**config.mk**
```make
export PLATFORM = sky130hd
export DESIGN_NAME = spi_regmap_slave
export DESIGN_NICKNAME = d
export VERILOG_FILES = /design/src/rtl/spi_regmap_slave.sv
export SDC_FILE = /design/constraint.sdc
export NUM_CORES = 1
export LEC_CHECK = 0
export BUFFER_PORTS_ARGS = -buffer_cell sky130_fd_sc_hd__buf_2
export CAP_MARGIN = 10
export CORE_MARGIN = 2
export CORE_UTILIZATION = 40
export DETAILED_ROUTE_END_ITERATION = 10
export GPL_TIMING_DRIVEN = 0
export SYNTH_ARGS = -nofsm -noshare
export SYNTH_HDL_FRONTEND = slang
export SYNTH_SLANG_ARGS = --single-unit
```
**constraint.sdc**
```tcl
create_clock -name clk -period 4.9 [get_ports clk]
set_input_delay 0.49 -clock clk [delete_from_list [all_inputs] [get_ports clk]]
set_output_delay 0.49 -clock clk [all_outputs]
set_load 0.05 [all_outputs]
```
**src/rtl/spi_regmap_slave.sv**
```systemverilog
module spi_regmap_slave #(
  parameter int AW = 6,
  parameter int DW = 8,
  parameter logic [7:0] CMD_WR = 8'h90,
  parameter logic [7:0] CMD_RD = 8'hC1,
  parameter logic [(2**AW)-1:0] WR_MASK = 64'h7FFF_FFFF_FFFF_FF0F
) (
  input  logic          clk,
  input  logic          rst_n,
  input  logic          cs_n,
  input  logic          sclk,
  input  logic          din,
  output logic          dout,
  output logic          dout_oe,
  output logic [AW-1:0] reg_addr,
  output logic [DW-1:0] reg_wdata,
  output logic          reg_we,
  input  logic [DW-1:0] reg_rdata
);
  localparam int NREG = 2**AW;
  localparam int BW = $clog2(DW);

  typedef enum logic [2:0] {S_IDLE, S_CMD, S_ADDR, S_WDATA, S_RDATA, S_IGN} state_t;

  state_t        state;
  logic [2:0]    cs_sr, sck_sr;
  logic [1:0]    din_sr;
  logic [DW-1:0] shreg, tx, wd_q;
  logic [BW-1:0] bitcnt;
  logic [AW-1:0] ptr, wa_q, tgt, idx;
  logic          tgt_ok, dout_q, we_q;

  wire cs_s     = cs_sr[1];
  wire cs_fall  = cs_sr[2] & ~cs_sr[1];
  wire sck_rise = ~sck_sr[2] & sck_sr[1];
  wire sck_fall = sck_sr[2] & ~sck_sr[1];
  wire [DW-1:0] rx = {shreg[DW-2:0], din_sr[1]};
  wire last_bit = (bitcnt == BW'(DW-1));

  assign dout      = dout_q;
  assign dout_oe   = ~cs_s;
  assign reg_we    = we_q;
  assign reg_wdata = wd_q;
  assign reg_addr  = we_q ? wa_q : ptr;

  always_comb begin
    tgt_ok = 1'b0;
    tgt    = ptr;
    idx    = '0;
    for (int k = NREG-1; k >= 0; k--) begin
      idx = ptr + AW'(k);
      if (WR_MASK[idx]) begin
        tgt_ok = 1'b1;
        tgt    = idx;
      end
    end
  end

  always_ff @(posedge clk or negedge rst_n) begin
    if (!rst_n) begin
      cs_sr  <= 3'b111;
      sck_sr <= 3'b000;
      din_sr <= 2'b00;
      state  <= S_IDLE;
      shreg  <= '0;
      tx     <= '0;
      bitcnt <= '0;
      ptr    <= '0;
      wa_q   <= '0;
      wd_q   <= '0;
      we_q   <= 1'b0;
      dout_q <= 1'b0;
    end else begin
      cs_sr  <= {cs_sr[1:0], cs_n};
      sck_sr <= {sck_sr[1:0], sclk};
      din_sr <= {din_sr[0], din};
      we_q   <= 1'b0;
      if (cs_s) begin
        state  <= S_IDLE;
        bitcnt <= '0;
      end else if (cs_fall) begin
        state  <= S_CMD;
        bitcnt <= '0;
      end else begin
        if (sck_rise && state != S_IDLE) begin
          shreg  <= rx;
          bitcnt <= last_bit ? '0 : bitcnt + 1'b1;
          if (last_bit) begin
            case (state)
              S_CMD: begin
                if (rx == CMD_WR)      state <= S_ADDR;
                else if (rx == CMD_RD) state <= S_RDATA;
                else                   state <= S_IGN;
              end
              S_ADDR: begin
                ptr   <= rx[AW-1:0];
                state <= S_WDATA;
              end
              S_WDATA: begin
                if (tgt_ok) begin
                  we_q <= 1'b1;
                  wa_q <= tgt;
                  wd_q <= rx;
                  ptr  <= tgt + 1'b1;
                end
              end
              S_RDATA: ptr <= ptr + 1'b1;
              default: ;
            endcase
          end
        end
        if (sck_fall && state == S_RDATA) begin
          if (bitcnt == '0) begin
            dout_q <= reg_rdata[DW-1];
            tx     <= {reg_rdata[DW-2:0], 1'b0};
          end else begin
            dout_q <= tx[DW-1];
            tx     <= {tx[DW-2:0], 1'b0};
          end
        end
      end
    end
  end

  AST_IDLE_ON_CS: assert property (@(posedge clk) disable iff (!rst_n) cs_s |=> (state == S_IDLE));
  AST_WE_FROM_WRITE: assert property (@(posedge clk) disable iff (!rst_n) we_q |-> ($past(state) == S_WDATA));
  AST_WE_WRITABLE: assert property (@(posedge clk) disable iff (!rst_n) we_q |-> WR_MASK[reg_addr]);
  AST_PTR_AFTER_WRITE: assert property (@(posedge clk) disable iff (!rst_n) we_q |-> (ptr == AW'(wa_q + 1'b1)));
  AST_IGN_PTR: assert property (@(posedge clk) disable iff (!rst_n) (state == S_IGN) |=> $stable(ptr));
  AST_IDLE_NO_BITS: assert property (@(posedge clk) disable iff (!rst_n) (state == S_IDLE) |-> (bitcnt == '0));
  AST_WE_PULSE: assert property (@(posedge clk) disable iff (!rst_n) we_q |=> !we_q);
endmodule

```
### Word-level counts from Yosys, hierarchy flattened

Memory sizes are Yosys's and may differ from the RTL's.
Cells that the tools add are included.

| cells by class | value |
|---|---|
| equality and inequality tests | 8 |
| order comparisons | 64 |
| add/subtract/negate cells | 65 |
| muxes and demuxes | 214 |
| bitwise logic cells | 7 |
| reduce and logical (&&, ||, !) cells | 13 |

Operators by type and width:

| cell | number |
|---|---|
| < comparator 6 x 7 -> 1 bit (second input constant) | 64 |
| two-way mux 6 bit | 66 |
| adder 6 bit (second input constant) | 32 |
| two-way mux 1 bit | 136 |
| adder 6 x 5 -> 6 bit (second input constant) | 16 |
| adder 6 x 4 -> 6 bit (second input constant) | 8 |
| two-way mux 3 bit | 9 |
| adder 6 x 3 -> 6 bit (second input constant) | 4 |
| one-hot mux 6 bit (3 select lines) | 1 |
| == test 8 bit (second input constant) | 2 |
| adder 6 x 1 -> 6 bit (second input constant) | 2 |
| adder 6 x 2 -> 6 bit (second input constant) | 2 |
| AND reduction 6 bit | 2 |
| nonzero test 3 bit | 4 |
| AND reduction 3 bit | 3 |
| two-way mux 8 bit | 1 |
| == test 3 x 2 -> 1 bit (second input constant) | 2 |
| == test 3 bit (second input constant) | 2 |
| one-hot mux 3 bit (2 select lines) | 1 |
| NOT 1 bit | 4 |
| nonzero test 4 bit | 1 |
| adder 3 x 1 -> 3 bit (second input constant) | 1 |
| AND 1 bit | 3 |
| == test 3 x 1 -> 1 bit (second input constant) | 1 |
| 3 further kinds | 4 |

| storage, ports and cells | value |
|---|---|
| memories kept | 64 |
| word-level logic and storage cells | 447 |
| input bits | 13 |
| ROM bits | 4096 |
| register bits after elaboration | 51 |

Memory list:

| name | depth | width | rd ports | clocked after memory_dff | write ports | line | RTL |
|---|---|---|---|---|---|---|---|
| (no name shown) | 64 | 1 | 1 | 0 | 0 | 52 | `if (WR_MASK[idx]) begin` |
| (no name shown) | 64 | 1 | 1 | 0 | 0 | 52 |  |
| (no name shown) | 64 | 1 | 1 | 0 | 0 | 52 |  |
| (no name shown) | 64 | 1 | 1 | 0 | 0 | 52 |  |
| (no name shown) | 64 | 1 | 1 | 0 | 0 | 52 |  |
| (no name shown) | 64 | 1 | 1 | 0 | 0 | 52 |  |
| 58 more memories | n/a | n/a | n/a | n/a | n/a | n/a |  |

### Depth between registers and ports, before layout

Gate-level depths: netlist of the first run.

| logic depth | value |
|---|---|
| depth in word-level cells | 73 |
| depth in mapped cells | 17 |
| mapped depth without buffers | 14 |

### Worst setup path before layout of the first run

Ideal clock, no wire load.

| path | value |
|---|---|
| path kind | reg-to-reg |
| start | reg ptr[2] |
| end | reg ptr[1] |
| path buffers | 3 |
| slack | 1071 ps |
| cell stages (with the launch flop) | 17 |
| setup time | 133 ps |
| data arrival time | 3696 ps |
| cells stage by stage | dfrtp_1 > buf_2 > buf_2 > buf_1 > inv_1 > ha_1 > a211oi_1 > a2bb2oi_1 > nand3_1 > o211a_1 > o41ai_2 > xnor2_1 > inv_1 > ha_1 > a22o_1 > a211oi_1 > a21oi_1 |

| between the ends | value |
|---|---|
| longest elaborated chain between the ends | 70 |

RTL lines:

| item | line | RTL |
|---|---|---|
| start, declared | 30 | `logic [AW-1:0] ptr, wa_q, tgt, idx;` |
| start signal, assigned | 96 | `ptr <= rx[AW-1:0];` |
| start signal, assigned | 104 | `ptr <= tgt + 1'b1;` |
| start signal, assigned | 107 | `S_RDATA: ptr <= ptr + 1'b1;` |
| adder 6 bit | 51 | `idx = ptr + AW'(k);` |
| memory (64 x 1 bit) | n/a |  |
| two-way mux 1 bit (implied by the code) | 52 |  |
| two-way mux 6 bit (63 in series) | 52 |  |
| two-way mux 6 bit * | 52 |  |
| via tgt[0] | 30 |  |
| adder 6 x 1 -> 6 bit * | 104 |  |
| two-way mux 6 bit * | 100 | `if (tgt_ok) begin` |
| one-hot mux 6 bit (3 select lines) * | 89 | `case (state)` |

The timed path passes the listed nets; every way through them passes the cells marked *. The select of a mux whose other input is x is not followed.
A chain may end at the register's enable or synchronous reset.

### Worst setup path after layout of the first run

Same ends and word-level chain as after synthesis.

==> impl_metrics.tcl, run 1 <==
set metrics [dict create \
    die_w_um 109 \
    dr.pass1.iters 6 \
    cts_tree "yes" \
    worst_path_dominant_cell_family "compound AO/OA/AOI/OAI gates" \
    place_area_um2 4750 \
    finClkSkew_ns 0.00544 \
    period_needed_ns 4.64 \
    max_freq_mhz 216 \
    clk_pin_slew_ns 0.10 \
    r2r_start "ptr[2]$_DFFE_PN0P_" \
    cp.arrival_ns 4.82 \
    chipHeight_um 109 \
    cp_max_fo 19 \
    drt-total-wl_mm 12.3 \
    syn-instance-count 501 \
    cts_resized 0 \
    synth_seq_cells 50 \
    coreArea_um2 10800 \
    rrSetupSlack_ns 0.26 \
    post-cts-setup-buffers 0 \
    worstSetupPathType "flip-flop to flip-flop" \
    numCtsBuffers 5 \
    ys_types 87 \
    reg2reg_depth 15 \
    synth_top_area_share_pct 26.6 \
    wl_per_cell_um 18.2 \
    ioPinCount 30 \
    tightestPinTransition_ns 1.14 \
    final_cell_area_um2 4860 \
    hold_viol 0 \
    ant_nets 0 \
    outcome "finished clean" \
    tns_ns 0 \
    cp-start-kind "flip-flop" \
    min_period_over_period_pct 94.6 \
    route.vias.total 4034 \
    drive_gt1_share_pct 19.6 \
    cts.sinks 50 \
    netlist_top_cells_area "dfrtp_1, ha_1, mux2_2, xnor2_1, a21oi_1" \
    fin_util_pct 44.8 \
    drc 0 \
    synth_fp_nets 538 \
    grt_pass1_vias 3856 \
    synth_edf_count 0 \
    nNetsFinal 573 \
    yosysWarnings 0 \
    cp-end-kind "flip-flop" \
    critPathBufInv 4 \
    ir_drop_uv 149 \
    path_depth 15 \
    drv_cap 0 \
    grt_overflow 0 \
    crit_slowest_cell "o41ai_2" \
    syn_area_um2 4430 \
    clockRootBuffer "clkbuf_8" \
    grt_pass1_wl_mm 19.9 \
    grt_usage_pct 21.4 \
    hold_buffers 0 \
    diodes 0 \
    leakage_nw 2.19 \
    slew_headroom_pct 24.1 \
    worstSetupEndpoint "ptr[1]$_DFFE_PN0P_" \
    die_area_um2 11900 \
    gp_congestion 0.931 \
    clock_latency_ns 0.31 \
    drt_iter0_drc 288 \
    rsz0062_at_grt "no" \
    rr_endpoint "ptr[1]$_DFFE_PN0P_" \
    viasPerCell 5.96 \
    slew_viol_final 0 \
    setup_viol 0 \
    antenna_found_initial 0 \
    cts_buffer_depth 2 \
    post-dp-hpwl_mm 9.34 \
    p_per_area_nw_per_um2 157 \
    synth_flop_cell "dfrtp_1" \
    path_cells "buf_2 -> buf_2 -> inv_1 -> ha_1 -> a211oi_1 -> a2bb2oi_1 -> nand3_1 -> o211a_1 -> o41ai_2 -> xnor2_1 -> inv_1 -> ha_1 -> a22o_1 -> a211oi_1 -> a21oi_1" \
    slowest_delay_ns 0.52 \
    yosys.area.top_type "dfrtp_1" \
    crit_start "ptr[2]$_DFFE_PN0P_" \
    required_ns 5.08 \
    finalPower_mw 0.764 \
    row_count 38 \
    whs_ns 0.268 \
    hold_path.class "primary input to flip-flop" \
    htreeDepth 2 \
    syn_avg_cell_area_um2 8.84 \
    grt_max_degree 51 \
    area_growth_pct 9.78 \
    async_reset_ff_share_pct 100 \
    synth_sequential_area_ratio_pct 28.3 \
    portBuffers 29 \
    initial_core_util_pct 40.8 \
]
-- synthesized netlist by cell type (4+ instances only) --
master / number
a21boi_0: 4
a21o_1: 4
a21oi_1: 45
a22o_1: 4
a31oi_1: 8
and2_1: 6
and3_1: 5
buf_2: 9
buf_4: 4
clkbuf_1: 7
dfrtp_1: 47
ha_1: 24
inv_1: 17
mux2_2: 22
mux2i_1: 15
nand2_1: 43
nand3_1: 11
nand4_1: 4
nand4bb_1: 4
nor2_1: 33
nor2b_1: 15
o21ai_0: 32
o22ai_1: 4
xnor2_1: 28
xor2_1: 6
-- sequential cells by signal, indices dropped and copies added (netlist names) --
signal,cells
reg_we,1
sck_sr,3
wa_q,6
shreg,7
cs_sr,3
din_sr,2
ptr,6
bitcnt,3
state,3
tx,7
reg_wdata,8
dout,1
-- layout by cell type, fill, tap and decap left out, drive strengths merged, types with 21 or more instances in the layout --
cell and instances:
dfrtp 47, a21oi 46, buf 46, nand2 43, o21ai 35, nor2 33
xnor2 31, ha 24, mux2 22, inv 21
-- cell type report --
type | count | area, um2
buffer | 24 | 131
clock buffer | 5 | 68.8
clock inverter | 3 | 47.5
fill | 1074 | 5980
inverter | 20 | 75.1
multi-input combinational | 406 | 2960
sequential | 50 | 1250
tap | 140 | 175
timing repair buffer | 29 | 145
-- through the flow --
stage                     cells  setup slack (ns)
final                       677             0.263
after global routing        677          0.000980
after CTS                   677             0.360
after detailed placement    670            0.0208
after global placement      670            0.0658
after floorplan             501              1.07
-- routing by layer --
metal,vias to the layer above,GRT usage (%),share of wire (%)
li1,1891,-,-
met5,-,0,0
met3,33,3.83,7.1
met4,0,8.77,3.2
met1,1930,27.8,43
met2,180,35.2,47
-- cells by family after synthesis --
family                     after synthesis  synth area share [%]
and+or+nand+nor                        153                  19.0
buffers and inverters                   45                  4.75
xor gates and xnor gates                37                  7.83
muxes                                   37                  8.99
DFF                                     50                  28.3
adders and majority gates               24                  6.78
AOI/OAI and AO/OA                      155                  24.3
-- worst register-to-register path, delay by kind of cell (launching register included) --
family / cells / cell delay, ns
AO/OA/AOI/OAI: 7 / 1.91
buffers and inverters: 4 / 1.10
adder cells (fa/ha/maj): 2 / 0.63
flip-flops: 1 / 0.45
XOR/XNOR: 1 / 0.25
AND/OR/NAND/NOR: 1 / 0.16
-- worst min path at each step --
stage                   startpoint               endpoint  slack, ns  cells after the start
4_1_cts                       cs_n     cs_sr[0]$_DFF_PN1_       0.26                      1
3_5_place_dp   sck_sr[0]$_DFF_PN0_    sck_sr[1]$_DFF_PN0_       0.34                      0
2_1_floorplan                rst_n  bitcnt[0]$_DFFE_PN0P_       0.19                      0
6_report                      cs_n     cs_sr[0]$_DFF_PN1_       0.27                      1
3_3_place_gp   din_sr[0]$_DFF_PN0_    din_sr[1]$_DFF_PN0_       0.33                      0
5_1_grt                       cs_n     cs_sr[0]$_DFF_PN1_       0.25                      1
-- power breakdown --
| group | switching [mW] | internal [mW] | total, mW | leakage, nW |
|---|---|---|---|---|
| clock | 0.149 | 0.155 | 0.304 | 0.0587 |
| sequential | 0.00732 | 0.421 | 0.429 | 0.631 |
| combinational | 0.0187 | 0.0125 | 0.0312 | 1.50 |
Note: power is estimated with default switching activity, not from simulation.
==> inputs of run 2 (changes only) <==
==> constraint.sdc (replaced) <==
create_clock -name clk -period 5.1 [get_ports clk]
set_input_delay 0.51 -clock clk [delete_from_list [all_inputs] [get_ports clk]]
set_output_delay 0.51 -clock clk [all_outputs]
set_load 0.05 [all_outputs]
==> run 2 against run 1 <==
  * Critical path depth did not move
  * Flip-flop and latch count did not move
  * Global-route usage rose by 0.088 points
  * First-iteration DRC count fell by 6.3%
  * Core utilization did not move
  * Clock power fell by 4%
  * Die area did not move
  * Sequential power fell by 4%
  * Worst setup slack improved by 0.18 ns
  * Power fell by 3.9%
==> impl_metrics.tcl, run 2 (synthesis gave the netlist of run 1 again) <==
set metrics [dict create \
    grt_overflow 0 \
    outcome "finished clean" \
    clkPwrFrac_pct 39.8 \
    cts_tree "yes" \
    area_growth_pct 9.78 \
    cts_buffer_depth 2 \
    route.vias.total 4023 \
    initial_core_util_pct 40.8 \
    viasPerCell 5.94 \
    diodes 0 \
    grt_pass1_vias 3865 \
    r2r_start "ptr[2]$_DFFE_PN0P_" \
    cts_resized 0 \
    setup_viol 0 \
    crit_slowest_cell "o41ai_2" \
    slew_viol_final 0 \
    antenna_found_initial 0 \
    die_w_um 109 \
    tns_ns 0 \
    path_cells "buf_2 -> buf_2 -> inv_1 -> ha_1 -> a211oi_1 -> a2bb2oi_1 -> nand3_1 -> o211a_1 -> o41ai_2 -> xnor2_1 -> inv_1 -> ha_1 -> a22o_1 -> a211oi_1 -> a21oi_1" \
    clockRootBuffer "clkbuf_8" \
    swShare_pct 23.0 \
    clk_pin_slew_ns 0.10 \
    hold_path.class "primary input to flip-flop" \
    period_needed_ns 4.65 \
    chipHeight_um 109 \
    cp-end-kind "flip-flop" \
    die_area_um2 11900 \
    htreeDepth 2 \
    slowest_delay_ns 0.53 \
    hold_viol 0 \
    tightestPinTransition_ns 1.14 \
    layout_commonest_cell "dfrtp_1" \
    cp.arrival_ns 4.84 \
    wl_per_cell_um 18.2 \
    pwr-share-seq_pct 56.1 \
    drive_gt1_share_pct 19.6 \
    ant_nets 0 \
    drt_iter0_drc 270 \
    crit_start "ptr[2]$_DFFE_PN0P_" \
    cp-start-kind "flip-flop" \
    p_per_area_nw_per_um2 151 \
    drt-total-wl_mm 12.3 \
    grt_pass1_wl_mm 20.0 \
    gp_congestion 0.931 \
    rsz0062_at_grt "no" \
    nNetsFinal 573 \
    dr.pass1.iters 5 \
    leakage_nw 2.19 \
    min_period_over_period_pct 91.3 \
    n_fill_cell 1074 \
    clock_latency_ns 0.31 \
    cp_max_fo 19 \
    grt_usage_pct 21.5 \
    final_cell_mix "dfrtp_1, a21oi_1, nand2_1, buf_2, nor2_1" \
    rrSetupSlack_ns 0.45 \
    ir_drop_uv 143 \
    largest_register_ffs 8 \
    reg2reg_depth 15 \
    numCtsBuffers 5 \
    worstSetupEndpoint "ptr[1]$_DFFE_PN0P_" \
    row_count 38 \
    post-dp-hpwl_mm 9.34 \
    worstSetupPathType "flip-flop to flip-flop" \
    drc 0 \
    power.internal_mw 0.566 \
    drv_cap 0 \
    fin_util_pct 44.8 \
    rr_endpoint "ptr[1]$_DFFE_PN0P_" \
    post-cts-setup-buffers 0 \
    slew_headroom_pct 23.7 \
    grt_max_degree 51 \
    max_freq_mhz 215 \
    finClkSkew_ns 0.00522 \
    power_frac_comb_pct 4.1 \
    ioPinCount 30 \
    coreArea_um2 10800 \
    portBuffers 29 \
    required_ns 5.28 \
    switching_power_mw 0.169 \
    cts.sinks 50 \
    hold_buffers 0 \
]
==> run 2: per-layer routing <==
layer | GRT usage [%] | up-vias | part of all wire [%]
li1 | - | 1893 | -
met1 | 27.9 | 1953 | 43
met2 | 35.4 | 149 | 47
met3 | 3.77 | 28 | 6.3
met4 | 8.95 | 0 | 3.0
met5 | 0 | - | 0
==> run 2: cell type report <==
type / count / area [um2] / area share, %
timing repair buffer: 29 / 145 / 2.99
tap: 140 / 175 / 3.60
inverter: 20 / 75.1 / 1.54
multi-input combinational: 406 / 2960 / 60.9
clock inverter: 3 / 47.5 / 0.978
sequential: 50 / 1250 / 25.8
clock buffer: 5 / 68.8 / 1.42
buffer: 24 / 131 / 2.70
==> run 2: power by group through the flow <==
stage	Clock, mW	Combinational (mW)	Sequential (mW)
after detailed placement	0	0.0309	0.420
after CTS	0.303	0.0309	0.412
after global placement	0	0.0301	0.420
final	0.293	0.0301	0.412
after global routing	0.319	0.0342	0.414
after floorplan	0	0.0155	0.417
==> run 2: worst min-delay path by stage <==
| stage | end | cells after the start | startpoint | slack (ns) |
|---|---|---|---|---|
| after detailed placement | sck_sr[1]$_DFF_PN0_ | 0 | sck_sr[0]$_DFF_PN0_ | 0.34 |
| after floorplan | bitcnt[0]$_DFFE_PN0P_ | 0 | rst_n | 0.21 |
| final | cs_sr[0]$_DFF_PN1_ | 1 | cs_n | 0.29 |
| after CTS | cs_sr[0]$_DFF_PN1_ | 1 | cs_n | 0.28 |
| after global routing | cs_sr[0]$_DFF_PN1_ | 1 | cs_n | 0.27 |
| after global placement | din_sr[1]$_DFF_PN0_ | 0 | din_sr[0]$_DFF_PN0_ | 0.33 |
==> run 2: critical path, delay by kind of cell (launching register included) <==
family,cells,cell delay (ns)
adders and majority gates,2,0.63
xor gates and xnor gates,1,0.26
DFF,1,0.45
and+or+nand+nor,1,0.16
AOI/OAI and AO/OA,7,1.93
buffers and inverters,4,1.09
==> run 2: through the flow <==
stage,instance area [um2],hold slack (ns),instances,worst slack (ns),power [mW]
2_1_floorplan,4430,0.214,501,1.27,0.433
3_3_place_gp,4750,0.333,670,0.266,0.450
3_5_place_dp,4750,0.336,670,0.221,0.451
4_1_cts,4860,0.277,678,0.197,0.746
5_1_grt,4860,0.266,677,0.156,0.767
6_report,4860,0.288,677,0.446,0.735
